`config.mk`:
```
export PLATFORM = sky130hd
export DESIGN_NAME = gpt_cluster
export DESIGN_NICKNAME = d
export VERILOG_FILES = /design/src/rtl/gpt_pkg.sv /design/src/rtl/gpt_pinsync.sv /design/src/rtl/gpt_prescaler.sv /design/src/rtl/gpt_counter.sv /design/src/rtl/gpt_cluster.sv
export SDC_FILE = /design/constraint.sdc
export NUM_CORES = 1
export LEC_CHECK = 0
export ABC_CLOCK_PERIOD_IN_PS = 4500
export BUFFER_PORTS_ARGS = -buffer_cell sky130_fd_sc_hd__buf_2
export CORE_ASPECT_RATIO = 0.75
export CORE_UTILIZATION = 55
export DETAILED_ROUTE_END_ITERATION = 8
export HOLD_SLACK_MARGIN = 0.1
export MAX_ROUTING_LAYER = met4
export PLACE_DENSITY = 0.73
export SETUP_SLACK_MARGIN = 0.5
export SLEW_MARGIN = 10
export SYNTH_ARGS = -nofsm -noshare
export SYNTH_HDL_FRONTEND = slang
export SYNTH_SLANG_ARGS = --single-unit
```
`constraint.sdc`:
```
create_clock -name clk -period 4.5 [get_ports clk]
set_clock_uncertainty 0.1 [all_clocks]
set_input_delay 0.225 -clock clk [delete_from_list [all_inputs] [get_ports clk]]
set_output_delay 0.225 -clock clk [all_outputs]
set_load 0.01 [all_outputs]
```
`src/rtl/gpt_pkg.sv`:
```
package gpt_pkg;
  localparam int unsigned NTMR     = 3;
  localparam int unsigned PSEL_W   = 3;
  localparam int unsigned PS_DEPTH = 1 << PSEL_W;
  localparam int unsigned CW       = 13;
  localparam logic [2:0]  A_FLAGS  = 3'(2 * NTMR);

  typedef enum logic [1:0] {
    MODE_TIMER   = 2'd0,
    MODE_GATED   = 2'd1,
    MODE_COUNT   = 2'd2,
    MODE_SPECIAL = 2'd3
  } tmode_e;

  typedef struct packed {
    logic              trig_tl;
    logic              src_tl;
    logic              reload;
    logic [1:0]        edge_sel;
    logic [PSEL_W-1:0] psel;
    logic              dpin_en;
    logic              down;
    logic              run;
    tmode_e            mode;
  } tctrl_t;
endpackage

```
`src/rtl/gpt_pinsync.sv`:
```
module gpt_pinsync #(
  parameter int unsigned N = 3
) (
  input  logic         clk,
  input  logic         rst_n,
  input  logic [N-1:0] pin,
  input  logic [N-1:0] sel_r,
  input  logic [N-1:0] sel_f,
  output logic [N-1:0] lvl,
  output logic [N-1:0] ev
);
  logic [N-1:0] s1_q, s2_q, s3_q;

  always_ff @(posedge clk or negedge rst_n) begin
    if (!rst_n) begin
      s1_q <= '0;
      s2_q <= '0;
      s3_q <= '0;
    end else begin
      s1_q <= pin;
      s2_q <= s1_q;
      s3_q <= s2_q;
    end
  end

  assign lvl = s2_q;
  assign ev  = (sel_r & s2_q & ~s3_q) | (sel_f & ~s2_q & s3_q);
endmodule

```
`src/rtl/gpt_prescaler.sv`:
```
module gpt_prescaler #(
  parameter int unsigned PW = 8
) (
  input  logic          clk,
  input  logic          rst_n,
  output logic [PW-1:0] tick
);
  logic [PW-1:0] cnt_q, cnt_d;

  assign cnt_d = cnt_q + PW'(1);

  always_ff @(posedge clk or negedge rst_n) begin
    if (!rst_n) cnt_q <= '0;
    else        cnt_q <= cnt_d;
  end

  for (genvar k = 0; k < PW; k++) begin : g_tap
    assign tick[k] = &cnt_q[k:0];
  end
endmodule

```
`src/rtl/gpt_counter.sv`:
```
module gpt_counter #(
  parameter int unsigned W = 16
) (
  input  logic         clk,
  input  logic         rst_n,
  input  logic         wr,
  input  logic [W-1:0] wval,
  input  logic         ld,
  input  logic [W-1:0] lval,
  input  logic         en,
  input  logic         down,
  output logic [W-1:0] cnt,
  output logic         wrap
);
  localparam logic [W-1:0] TOP = '1;
  logic [W-1:0] cnt_d;

  assign wrap = en & (down ? (cnt == '0) : (cnt == TOP));

  always_comb begin
    cnt_d = cnt;
    if (wr)      cnt_d = wval;
    else if (ld) cnt_d = lval;
    else if (en) cnt_d = down ? cnt - W'(1) : cnt + W'(1);
  end

  always_ff @(posedge clk or negedge rst_n) begin
    if (!rst_n) cnt <= '0;
    else        cnt <= cnt_d;
  end

  AST_CNT_UP: assert property (@(posedge clk) disable iff (!rst_n)
    (en && !wr && !ld && !down) |=> cnt == $past(cnt) + W'(1));
  AST_CNT_DOWN: assert property (@(posedge clk) disable iff (!rst_n)
    (en && !wr && !ld && down) |=> cnt == $past(cnt) - W'(1));
  AST_CNT_IDLE: assert property (@(posedge clk) disable iff (!rst_n)
    (!en && !wr && !ld) |=> $stable(cnt));
endmodule

```
`src/rtl/gpt_cluster.sv`:
```
module gpt_cluster
  import gpt_pkg::*;
#(
  parameter int unsigned W = 16
) (
  input  logic            clk,
  input  logic            rst_n,
  input  logic            reg_we,
  input  logic [2:0]      reg_addr,
  input  logic [W-1:0]    reg_wdata,
  output logic [W-1:0]    reg_rdata,
  input  logic [NTMR-1:0] tin,
  input  logic [NTMR-1:0] tdir,
  output logic            core_tl,
  output logic [NTMR-1:0] irq
);
  tctrl_t [NTMR-1:0] ctrl_q, ctrl_d;
  logic [W-1:0]      cnt  [NTMR];
  logic [W-1:0]      lval [NTMR];
  logic [W-1:0]      rld_mux;
  logic [NTMR-1:0]   en, wrap, dn, ld, wr, ev, lvl, sr, sf;
  logic [NTMR-1:0]   cap, rld, rld_win, fl_set, fl_clr, fl_q, fl_d;
  logic [NTMR-1:0]   dsy1_q, dsy2_q;
  logic [PS_DEPTH-1:0] tick;
  logic              tl_q, tl_d;

  gpt_pinsync #(.N(NTMR)) u_pins (
    .clk, .rst_n, .pin(tin), .sel_r(sr), .sel_f(sf), .lvl(lvl), .ev(ev)
  );

  gpt_prescaler #(.PW(PS_DEPTH)) u_psc (.clk, .rst_n, .tick(tick));

  always_ff @(posedge clk or negedge rst_n) begin
    if (!rst_n) begin
      dsy1_q <= '0;
      dsy2_q <= '0;
    end else begin
      dsy1_q <= tdir;
      dsy2_q <= dsy1_q;
    end
  end

  for (genvar i = 0; i < NTMR; i++) begin : g_tmr
    logic en_l, src_l;
    assign sr[i] = ctrl_q[i].edge_sel[0];
    assign sf[i] = ctrl_q[i].edge_sel[1];
    assign wr[i] = reg_we && (reg_addr == 3'(i));
    assign dn[i] = ctrl_q[i].down ^ (ctrl_q[i].dpin_en & dsy2_q[i]);

    if (i == 0) begin : g_core
      assign src_l   = ev[i];
      assign cap[i]  = 1'b0;
      assign rld[i]  = 1'b0;
      assign ld[i]   = |rld_win;
      assign lval[i] = rld_mux;
    end else begin : g_aux
      logic tlev_l, spec_l;
      assign tlev_l  = wrap[0] & ((sr[i] & ~tl_q) | (sf[i] & tl_q));
      assign src_l   = ctrl_q[i].src_tl ? tlev_l : ev[i];
      assign spec_l  = ctrl_q[i].run && (ctrl_q[i].mode == MODE_SPECIAL);
      assign cap[i]  = spec_l & ~ctrl_q[i].reload & ev[i];
      assign rld[i]  = spec_l & ctrl_q[i].reload &
                       (ctrl_q[i].trig_tl ? tlev_l : ev[i]);
      assign ld[i]   = cap[i];
      assign lval[i] = cnt[0];

      AST_CAPTURE: assert property (@(posedge clk) disable iff (!rst_n)
        (cap[i] && !wr[i]) |=> cnt[i] == $past(cnt[0]));
      AST_RELOAD: assert property (@(posedge clk) disable iff (!rst_n)
        (rld_win[i] && !wr[0]) |=> cnt[0] == $past(cnt[i]));
    end

    always_comb begin
      unique case (ctrl_q[i].mode)
        MODE_TIMER: en_l = ctrl_q[i].run & tick[ctrl_q[i].psel];
        MODE_GATED: en_l = ctrl_q[i].run & tick[ctrl_q[i].psel] & lvl[i];
        MODE_COUNT: en_l = ctrl_q[i].run & src_l;
        default:    en_l = 1'b0;
      endcase
    end
    assign en[i] = en_l;

    gpt_counter #(.W(W)) u_cnt (
      .clk, .rst_n, .wr(wr[i]), .wval(reg_wdata), .ld(ld[i]), .lval(lval[i]),
      .en(en[i]), .down(dn[i]), .cnt(cnt[i]), .wrap(wrap[i])
    );

    AST_FLAG_STICKY: assert property (@(posedge clk) disable iff (!rst_n)
      (fl_q[i] && !(reg_we && reg_addr == A_FLAGS && reg_wdata[i])) |=> fl_q[i]);
  end

  always_comb begin
    logic seen;
    seen    = 1'b0;
    rld_mux = '0;
    for (int i = 0; i < NTMR; i++) begin
      rld_win[i] = rld[i] & ~seen;
      seen       = seen | rld[i];
      if (rld_win[i]) rld_mux = cnt[i];
    end
  end

  assign fl_set = wrap | cap | rld_win;
  assign fl_clr = (reg_we && reg_addr == A_FLAGS) ? reg_wdata[NTMR-1:0] : '0;
  assign fl_d   = (fl_q & ~fl_clr) | fl_set;
  assign tl_d   = tl_q ^ wrap[0];

  always_comb begin
    for (int i = 0; i < NTMR; i++) begin
      ctrl_d[i] = (reg_we && reg_addr == 3'(i + NTMR)) ?
                  tctrl_t'(reg_wdata[CW-1:0]) : ctrl_q[i];
    end
  end

  always_ff @(posedge clk or negedge rst_n) begin
    if (!rst_n) begin
      ctrl_q <= '0;
      fl_q   <= '0;
      tl_q   <= 1'b0;
    end else begin
      ctrl_q <= ctrl_d;
      fl_q   <= fl_d;
      tl_q   <= tl_d;
    end
  end

  always_comb begin
    reg_rdata = '0;
    for (int i = 0; i < NTMR; i++) begin
      if (reg_addr == 3'(i))        reg_rdata = cnt[i];
      if (reg_addr == 3'(i + NTMR)) reg_rdata = W'(ctrl_q[i]);
    end
    if (reg_addr == A_FLAGS) reg_rdata = W'({tl_q, fl_q});
  end

  assign core_tl = tl_q;
  assign irq     = fl_q;

  AST_TL_FLIP: assert property (@(posedge clk) disable iff (!rst_n)
    wrap[0] |=> core_tl != $past(core_tl));
  AST_TL_KEEP: assert property (@(posedge clk) disable iff (!rst_n)
    !wrap[0] |=> $stable(core_tl));
  AST_ONE_RELOAD: assert property (@(posedge clk) disable iff (!rst_n)
    $onehot0(rld_win));
endmodule

```
==> metrics <==
status complete, no violations; peak supply drop 0.0004448 V; final RePlAce weighted congestion 1.033; first-pass GRT wire length 44,040 µm; number of synthesized flops with an enable pin 0; Levels on crit path 11; drt first pass iters 5; mux cell area share after synthesis 13.67%; nature of the critical path endpoint flop; post-synthesis compound-gate area fraction around a fifth; Max Fclk 0.2698 GHz; CTS H-tree depth 4; share of layout cells above drive strength 1 17.63%; Fin. Hold Viols 0; final worst slack a little under 0.8 ns; Syn Std Cell Area 8451 µm²; mean number of vias per cell 6.641; CORE AREA 14,740 µm²; starting density of the core 57.33%; relative slew slack 28.81%; share of the synthesized area in the top cell type about a third; P&R area growth vs syn 14.27%; delay-heaviest family, CP compound AO/OA/AOI/OAI gates; crit-path max cell delay 0.57 ns; CP Data Required Time 4.71 ns; most common cell after layout, fill and taps aside dfrtp_1; Num CTS Buffers 17; Hold Path Depth 3; drt drc 0; critical path class reg -> reg; Setup-failing EPs final 0; Crit. Startpoint u_psc.cnt_q[0]; Max Root-Sink Buffers 2; Synth area leaders dfrtp_1 (34%), ha_1 (6.7%), mux2_2 (6.7%), a21oi_1 (5.2%), o21ai_0 (4.0%); Syn Nets roughly 1,000; Synth cell types 65; pin count of the biggest net entering global routing 78; FF+latch count, synth 114; die area ~16,000 µm²; vias in the first global route 7,433; P_leak 4.201 nW; simple-gate share of the synthesized area 15.56%; critical path's slowest cell or3_1; Most common cell on crit path ha_1; number of port buffers 47; # fillers 1,256; sequential-to-total area share from yosys stat about a third; CTS Sinks around 110; Pins Over Slew Limit 0; worst-path maximum fanout 19; post-CTS setup buffers 0; Final min period approximately 3.7 ns; IO Pins 48; Slew @ Worst Pin around 1.1 ns; R2R Setup Slk about 0.8 ns; asr flop ratio synth 100.0%; CTS tree built; dominant synthesized flop cell dfrtp_1; crit-path cells ha_1 -> and3_1 -> ha_1 -> nand2_1 -> o311a_1 -> o31a_1 -> o32a_1 -> a221oi_2 -> buf_4 -> or3_1 -> mux2_2; Routed WL ~29,000 µm; Routed wire per std cell 23.66 µm; setup TNS 0 ns; CTS root buffer clkbuf_16; clock latency on the worst-skew pair 0.44 ns; routed vias 8,003; final worst-path cycle share 82.37%; DRT antenna net count 0; Post-Syn Area per Cell about 9.1 µm²; Setup crit start kind flop; Worst Path Arrival ~3.9 ns; pwr dens 755.8 nW/µm²; reg2reg start u_psc.cnt_q[0]; dpl ws 0.6798 ns; Post-Synth Adder-Cell Area about 7.4%; worst min-delay path class in -> reg; most frequent cells in the layout dfrtp_1 (114), a21oi_1 (87), nand2_1 (75); initial antenna violation count 1; DR iter-0 viols 1,026; nets@finish around 1,100; XOR/XNOR share of the synthesized area 4.768%; largest family of logic cells by synthesized area compound AO/OA/AOI/OAI gates; Overall Global Routing Usage approximately two fifths; R2R Path End g_tmr[1].u_cnt.cnt[4]; clock transition at the registers of the reported paths 0.06 ns; die height 109.4 µm; Core Rows 38; Syn Inst Count just over 900; reg2reg path depth 11; Die Width between 100 and 150 µm; CP bufs+invs 1; Final HPWL DP 20,330 µm; Setup crit end g_tmr[1].u_cnt.cnt[4]; RSZ-0062 raised after global routing false; post-synth top area cell dfrtp_1; Yosys Warn Count 0; total global routing overflow 0; max_cap viols 0
## stage by stage
| stage | cell area, µm² | instances | util [%] | power [mW] | hold slack, ns |
|---|---|---|---|---|---|
| 3_3_place_gp | 8926 | 1157 | 60.56 | 5.745 | 0.2331 |
| 4_1_cts | 9654 | 1204 | 65.50 | 7.155 | 0.1005 |
| 3_5_place_dp | 8926 | 1157 | 60.56 | 5.797 | 0.2343 |
| 5_1_grt | 9657 | 1205 | 65.52 | 7.793 | 0.1197 |
| 6_report | 9657 | 1205 | 65.52 | 7.299 | 0.1233 |
| 2_1_floorplan | 8451 | 932 | - | 4.724 | -0.1706 |
## layer usage
metal,vias up,track usage (%),part of all wire [%]
met3,86,16.60,15
met4,0,13.91,3.0
li1,3627,-,-
met1,3785,51.16,43
met2,505,52.64,39
met5,-,-,0
## power breakdown
group	switching (mW)	total (mW)	internal (mW)
logic	2.05	3.88	1.83
clock network	0.545	1.32	0.778
registers	0.770	2.10	1.33
## cell type report
cell class	count	area [µm²]	share of cell area [%]
multi-input combinational	744	5323	55.12
inverter	34	127.6	1.322
timing repair buffer	81	533.0	5.520
antenna	1	2.502	0.02591
clock inverter	13	128.9	1.335
clock buffer	18	439.2	4.548
tap	200	250.2	2.591
sequential	114	2853	29.54
## cells in the mapped netlist, types with 4 or more instances
cell type / number
nand4_1: 17
a211oi_1: 7
a211o_1: 4
mux2_2: 50
nand3_1: 16
or3_1: 10
a21o_1: 13
o22ai_1: 18
o211ai_1: 27
nor4_1: 16
a21boi_0: 4
nand3b_1: 4
nor2b_1: 7
o21a_1: 9
nand2b_1: 13
mux2i_1: 31
dfrtp_1: 114
buf_1: 5
a31o_2: 4
nand2_1: 75
a21oi_1: 88
nor2_1: 63
ha_1: 45
nor3_1: 22
o21ai_0: 67
and3_1: 9
xnor2_1: 26
inv_1: 34
xor2_1: 20
a31oi_1: 14
buf_2: 5
clkbuf_1: 28
o31ai_1: 4
a221oi_1: 5
mux4_2: 12
## registers in the layout, summed over array words and instances, names as in the netlist
| name | count |
|---|---|
| u_pins.lvl | 3 |
| u_psc.cnt_q | 8 |
| dsy1_q | 3 |
| g_tmr.u_cnt.cnt | 48 |
| core_tl | 1 |
| irq | 3 |
| u_pins.s1_q | 3 |
| ctrl_q | 39 |
| dsy2_q | 3 |
| u_pins.s3_q | 3 |
## worst min path at each step
| stage | slack (ns) | end | startpoint |
|---|---|---|---|
| 2_1_floorplan | -0.17 | core_tl | rst_n |
| 3_3_place_gp | 0.23 | dsy1_q[1] | tdir[1] |
| 3_5_place_dp | 0.23 | dsy1_q[1] | tdir[1] |
| 4_1_cts | 0.10 | ctrl_q[10] | reg_wdata[10] |
| 5_1_grt | 0.12 | g_tmr[2].u_cnt.cnt[7] | reg_wdata[7] |
| 6_report | 0.12 | ctrl_q[10] | reg_wdata[10] |
## worst reg2reg max path, stage by stage, from the launching register on
cell      delay (ns)
dfrtp_1         0.40
ha_1            0.28
and3_1          0.19
ha_1            0.18
nand2_1         0.06
o311a_1         0.14
o31a_1          0.41
o32a_1          0.40
a221oi_2        0.26
buf_4           0.17
or3_1           0.57
mux2_2          0.42
## timing repair
action | 4_1_cts | 5_1_grt
gates resized for setup | 0 | 2
setup endpoints to repair | 0 | 2
hold endpoints to repair | 109 | 0
hold buffers | 16 | 0
## kinds of logic after synthesis
| family | after synthesis |
|---|---|
| buffers and inverters | 74 |
| adder cells (fa/ha/maj) | 48 |
| AO/OA/AOI/OAI | 289 |
| flip-flops | 114 |
| AND/OR/NAND/NOR | 267 |
| multiplexers | 94 |
| XOR/XNOR | 46 |
No activity file was read; power rests on OpenSTA's default activity.
